File: config.mk
export PLATFORM = sky130hd
export DESIGN_NAME = bus_xcvr_reg
export DESIGN_NICKNAME = d
export VERILOG_FILES = /design/src/rtl/xcvr_pkg.sv /design/src/rtl/xcvr_capture.sv /design/src/rtl/xcvr_src_mux.sv /design/src/rtl/xcvr_drive_ctrl.sv /design/src/rtl/bus_xcvr_reg.sv
export SDC_FILE = /design/constraint.sdc
export NUM_CORES = 1
export LEC_CHECK = 0
export ABC_CLOCK_PERIOD_IN_PS = 1180
export BUFFER_PORTS_ARGS = -buffer_cell sky130_fd_sc_hd__buf_2
export CORE_MARGIN = 3
export CORE_UTILIZATION = 48
export CTS_BUF_LIST = sky130_fd_sc_hd__clkbuf_2 sky130_fd_sc_hd__clkbuf_4 sky130_fd_sc_hd__clkbuf_8
export DETAILED_ROUTE_END_ITERATION = 6
export GPL_TIMING_DRIVEN = 0
export PLACE_DENSITY = 0.92
export SLEW_MARGIN = 20
export SYNTH_ARGS = -nofsm -noshare
export SYNTH_HDL_FRONTEND = slang
export SYNTH_SLANG_ARGS = --single-unit
File: constraint.sdc
create_clock -name clk_i -period 1.18 [get_ports clk_i]
set_input_delay 0.236 -clock clk_i [delete_from_list [all_inputs] [get_ports clk_i]]
set_output_delay 0.236 -clock clk_i [all_outputs]
set_load 0.02 [all_outputs]
File: src/rtl/xcvr_pkg.sv
package xcvr_pkg;
  parameter int unsigned BUS_W = 8;

  typedef enum logic {
    SRC_LIVE   = 1'b0,
    SRC_STORED = 1'b1
  } src_e;

  typedef enum logic {
    DIR_B2A = 1'b0,
    DIR_A2B = 1'b1
  } dir_e;
endpackage

File: src/rtl/xcvr_capture.sv
module xcvr_capture #(
  parameter int unsigned W = 8
) (
  input  logic         clk_i,
  input  logic         rst_ni,
  input  logic         cap_i,
  input  logic [W-1:0] d_i,
  output logic [W-1:0] q_o
);
  logic cap_q;
  logic rise;

  assign rise = cap_i & ~cap_q;

  always_ff @(posedge clk_i or negedge rst_ni) begin
    if (!rst_ni) begin
      cap_q <= 1'b0;
      q_o   <= '0;
    end else begin
      cap_q <= cap_i;
      if (rise) q_o <= d_i;
    end
  end

  // load on a detected rising strobe
  a_r1_capture: assert property (@(posedge clk_i) disable iff (!rst_ni)
    (cap_i && !cap_q) |=> (q_o == $past(d_i)));

  // no load without a fresh edge
  a_r9_hold: assert property (@(posedge clk_i) disable iff (!rst_ni)
    !(cap_i && !cap_q) |=> $stable(q_o));

  // register is clear when reset releases
  a_r8_reset: assert property (@(posedge clk_i) disable iff (!rst_ni)
    $rose(rst_ni) |-> (q_o == '0));
endmodule

File: src/rtl/xcvr_src_mux.sv
module xcvr_src_mux
  import xcvr_pkg::*;
#(
  parameter int unsigned W = 8
) (
  input  src_e         sel_i,
  input  logic [W-1:0] live_i,
  input  logic [W-1:0] stored_i,
  output logic [W-1:0] y_o
);
  logic pick_s;
  assign pick_s = (sel_i == SRC_STORED);

  // fully decoded AND-OR per bit: no state in which neither source is passed
  for (genvar i = 0; i < W; i++) begin : g_bit
    assign y_o[i] = (pick_s & stored_i[i]) | (~pick_s & live_i[i]);
  end
endmodule

File: src/rtl/xcvr_drive_ctrl.sv
module xcvr_drive_ctrl
  import xcvr_pkg::*;
(
  input  logic en_ni,
  input  dir_e dir_i,
  output logic a_oe_o,
  output logic b_oe_o
);
  always_comb begin
    a_oe_o = 1'b0;
    b_oe_o = 1'b0;
    if (!en_ni) begin
      unique case (dir_i)
        DIR_A2B: b_oe_o = 1'b1;
        DIR_B2A: a_oe_o = 1'b1;
        default: ;
      endcase
    end
  end
endmodule

File: src/rtl/bus_xcvr_reg.sv
module bus_xcvr_reg
  import xcvr_pkg::*;
#(
  parameter int unsigned W = BUS_W
) (
  input  logic         clk_i,
  input  logic         rst_ni,
  input  logic         en_ni,
  input  logic         dir_i,
  input  logic         sel_ab_i,
  input  logic         sel_ba_i,
  input  logic         cap_ab_i,
  input  logic         cap_ba_i,
  input  logic [W-1:0] a_i,
  output logic [W-1:0] a_o,
  output logic         a_oe_o,
  input  logic [W-1:0] b_i,
  output logic [W-1:0] b_o,
  output logic         b_oe_o
);
  logic [W-1:0] ab_q, ba_q;

  xcvr_capture #(.W(W)) u_cap_ab (
    .clk_i(clk_i), .rst_ni(rst_ni), .cap_i(cap_ab_i), .d_i(a_i), .q_o(ab_q)
  );

  xcvr_capture #(.W(W)) u_cap_ba (
    .clk_i(clk_i), .rst_ni(rst_ni), .cap_i(cap_ba_i), .d_i(b_i), .q_o(ba_q)
  );

  xcvr_src_mux #(.W(W)) u_mux_b (
    .sel_i(src_e'(sel_ab_i)), .live_i(a_i), .stored_i(ab_q), .y_o(b_o)
  );

  xcvr_src_mux #(.W(W)) u_mux_a (
    .sel_i(src_e'(sel_ba_i)), .live_i(b_i), .stored_i(ba_q), .y_o(a_o)
  );

  xcvr_drive_ctrl u_drv (
    .en_ni(en_ni), .dir_i(dir_e'(dir_i)), .a_oe_o(a_oe_o), .b_oe_o(b_oe_o)
  );


  a_r6_idle: assert property (@(posedge clk_i) disable iff (!rst_ni)
    en_ni |-> (!a_oe_o && !b_oe_o));


  a_r7_one_side: assert property (@(posedge clk_i) disable iff (!rst_ni)
    !en_ni |-> $onehot({a_oe_o, b_oe_o}) && (b_oe_o == dir_i));

  // each output is exactly one of its sources
  a_r10_b_clean: assert property (@(posedge clk_i) disable iff (!rst_ni)
    (b_o == a_i) || (b_o == ab_q));
  a_r10_a_clean: assert property (@(posedge clk_i) disable iff (!rst_ni)
    (a_o == b_i) || (a_o == ba_q));

  // simultaneous strobes exchange the buses
  a_r11_swap: assert property (@(posedge clk_i) disable iff (!rst_ni)
    (cap_ab_i && !$past(cap_ab_i) && cap_ba_i && !$past(cap_ba_i) && !$rose(rst_ni))
    |=> (ab_q == $past(a_i)) && (ba_q == $past(b_i)));
endmodule

==> metrics.yaml <==
cts:
  numCtsBuffers: 3
  clk_pin_slew_worst_paths_ps: 100
  cts_buffer_depth: 2
  cts_tree: "done"
  clock_latency_ps: 290
  ctsRootBufferMaster: "clkbuf_4"
  clkSinkCount: 18
  cts_max_level: 1
logic_synthesis:
  syn_inst: 58
  syn-cell-area_um2: 941
  ys_types: 8
  synth_seq_cells: 18
  avgSynthCellArea_um2: 16.2
  yosys.area.top_type: "dfrtp_1"
  synth_top_area_share_pct: 47.9
  synth-seq-area-share_pct: 47.9
  syn-num-nets: 82
  synth.area.top_cells: "dfrtp_1, mux2_4, mux2_2, nand2b_4, buf_6"
  yosysWarningCount: 0
run_status:
  failed_checks: "setup timing"
  status: "finished, violations left"
cells_and_area:
  fin_cells: 140
  fin_area_mm2: 0.00147
  drive_gt1_share_pct: 81.7
  area_growth_pct: 55.7
  diodes: 0
  fin_nets: 141
placement:
  place.gp.congestion: 0.597
  placed_area_mm2: 0.00117
  place_inst: 122
  hpwl_mm: 1.23
  port_buffers: 39
setup_path:
  cp.required_ps: 940
  critPathKind: "reg2out"
  worstPathMaxFanout: 2
  worstPathArrival_ps: 1100
  cp-start-kind: "flop"
  crit_path_end_kind: "output port"
sta:
  setup_ws_ps: -155
  hold_violations: 0
  worst_pin_slew_ps: 404
  rsz0062_at_grt: "yes"
  finalCritPeriodShare_pct: 113
  setup_violations: 16
  fin_skew_ps: 6.55
  fmax_mhz: 749
  fin_crit_ps: 1330
  slew_headroom_pct: 73.1
  fin_tns_setup_ps: -2170
  final-max-slew-violation-count: 0
global_routing:
  antenna_found_initial: 0
  overflow: 0
  grt_pass1_vias: 724
  grt_use_total_pct: 17.7
  grt_pass1_wl_mm: 3.39
  grt_max_degree: 19
routing:
  drtIter0Drc: 1
  ant_nets: 0
  top_layer_used: "met4"
  vias_per_cell: 4.91
  wire_per_inst_um: 14.4
  routed-via-count: 687
  met2_length_um: 926
  wl_mm: 2.01
  drt-met1-wl_um: 883
  drc_errors: 0
  dr.pass1.iters: 2
  met3_length_um: 170
die:
  die_h_um: 50.3
  dieArea_mm2: 0.00253
  row_count: 15
  io_pins: 42
  start_util_pct: 52.8
  coreArea_mm2: 0.00178
  die_width_um: 50.3
power_and_ir_drop:
  powerDensity_mw_per_mm2: 1210
  power_mw: 1.78
  vdd_drop_max_uv: 797
  p_leak_nw: 0.800
min_path:
  hp-class: "in2reg"
run:
  maxCapViolCount: 0
[per-stage QoR]
stage | setup WS (ps) | hold slack [ps] | utilization (%)
after floorplan | 144 | -59.6 | -
after global placement | 13.7 | 176 | 65.5
after detailed placement | -3.65 | 189 | 65.5
after CTS | -152 | 85.6 | 79.2
after global routing | -181 | 85.4 | 82.2
final | -155 | 92.2 | 82.2
[layer usage]
layer	vias up	track usage, %
met5	-	0
li1	318	-
met3	3	4.45
met2	37	28.3
met1	329	22.9
met4	0	6.91
[registers in the layout, indices dropped and copies added, names as in the netlist]
| register | flops |
|---|---|
| u_cap_ba.q_o | 8 |
| u_cap_ab.q_o | 8 |
| u_cap_ba.cap_q | 1 |
| u_cap_ab.cap_q | 1 |
[placed cells by master, fill, tap and decap left out, drive strengths merged]
| cell type | count |
|---|---|
| buf | 57 |
| mux2 | 32 |
| dfrtp | 18 |
| clkbuf | 3 |
| nand2b | 2 |
| nor2b | 1 |
| nor2 | 1 |
| dlygate4sd3 | 1 |
[layout make-up]
type	instances	area, um^2
sequential	18	450
buffer	4	32.5
fill	97	318
timing repair buffer	54	410
tap	25	31.3
clock buffer	3	22.5
multi-input combinational	36	518
[timing repair]
action,in CTS,in global routing
resized for setup,48,0
setup buffers,7,7
hold buffers,1,0
endpoints found under the setup margin,16,16
hold endpoints to repair,18,0
[where the power goes]
group	leakage [nW]	switching, mW	total (mW)	internal (mW)
registers	0.211	0.0465	0.747	0.700
clock network	0.0138	0.184	0.303	0.119
logic	0.575	0.263	0.727	0.464
[cells in the mapped netlist]
cell and n:
dfrtp_1 18, buf_6 2, nor2b_1 1, mux2_4 16, buf_2 2, mux2_2 16, nor2_1 1, nand2b_4 2
[final timing paths]
check,start,endpoint,slack (ps),cells after the start
setup reg to reg,u_cap_ba.cap_q$_DFF_PN0_,u_cap_ba.q_o[5]$_DFFE_PN0P_,120,3
setup / recovery,u_cap_ba.q_o[2]$_DFFE_PN0P_,a_o[2],-150,2
max in group asynchronous,rst_ni,u_cap_ab.q_o[6]$_DFFE_PN0P_,500,2
min in group asynchronous,rst_ni,u_cap_ab.q_o[0]$_DFFE_PN0P_,390,2
hold / removal,cap_ab_i,u_cap_ab.cap_q$_DFF_PN0_,90,1
hold reg to reg,u_cap_ab.q_o[2]$_DFFE_PN0P_,u_cap_ab.q_o[2]$_DFFE_PN0P_,520,1
[worst max-delay path, stage by stage, from the launching register on]
cell and delay, ps:
dfrtp_1 410, mux2_4 270, buf_6 130
[logic make-up after synthesis]
logic type | share of synthesized area (%)
simple gates | 3.99
mux | 44.7
flops | 47.9
buf+inv | 3.46
No activity file was read; power rests on OpenSTA's default activity.
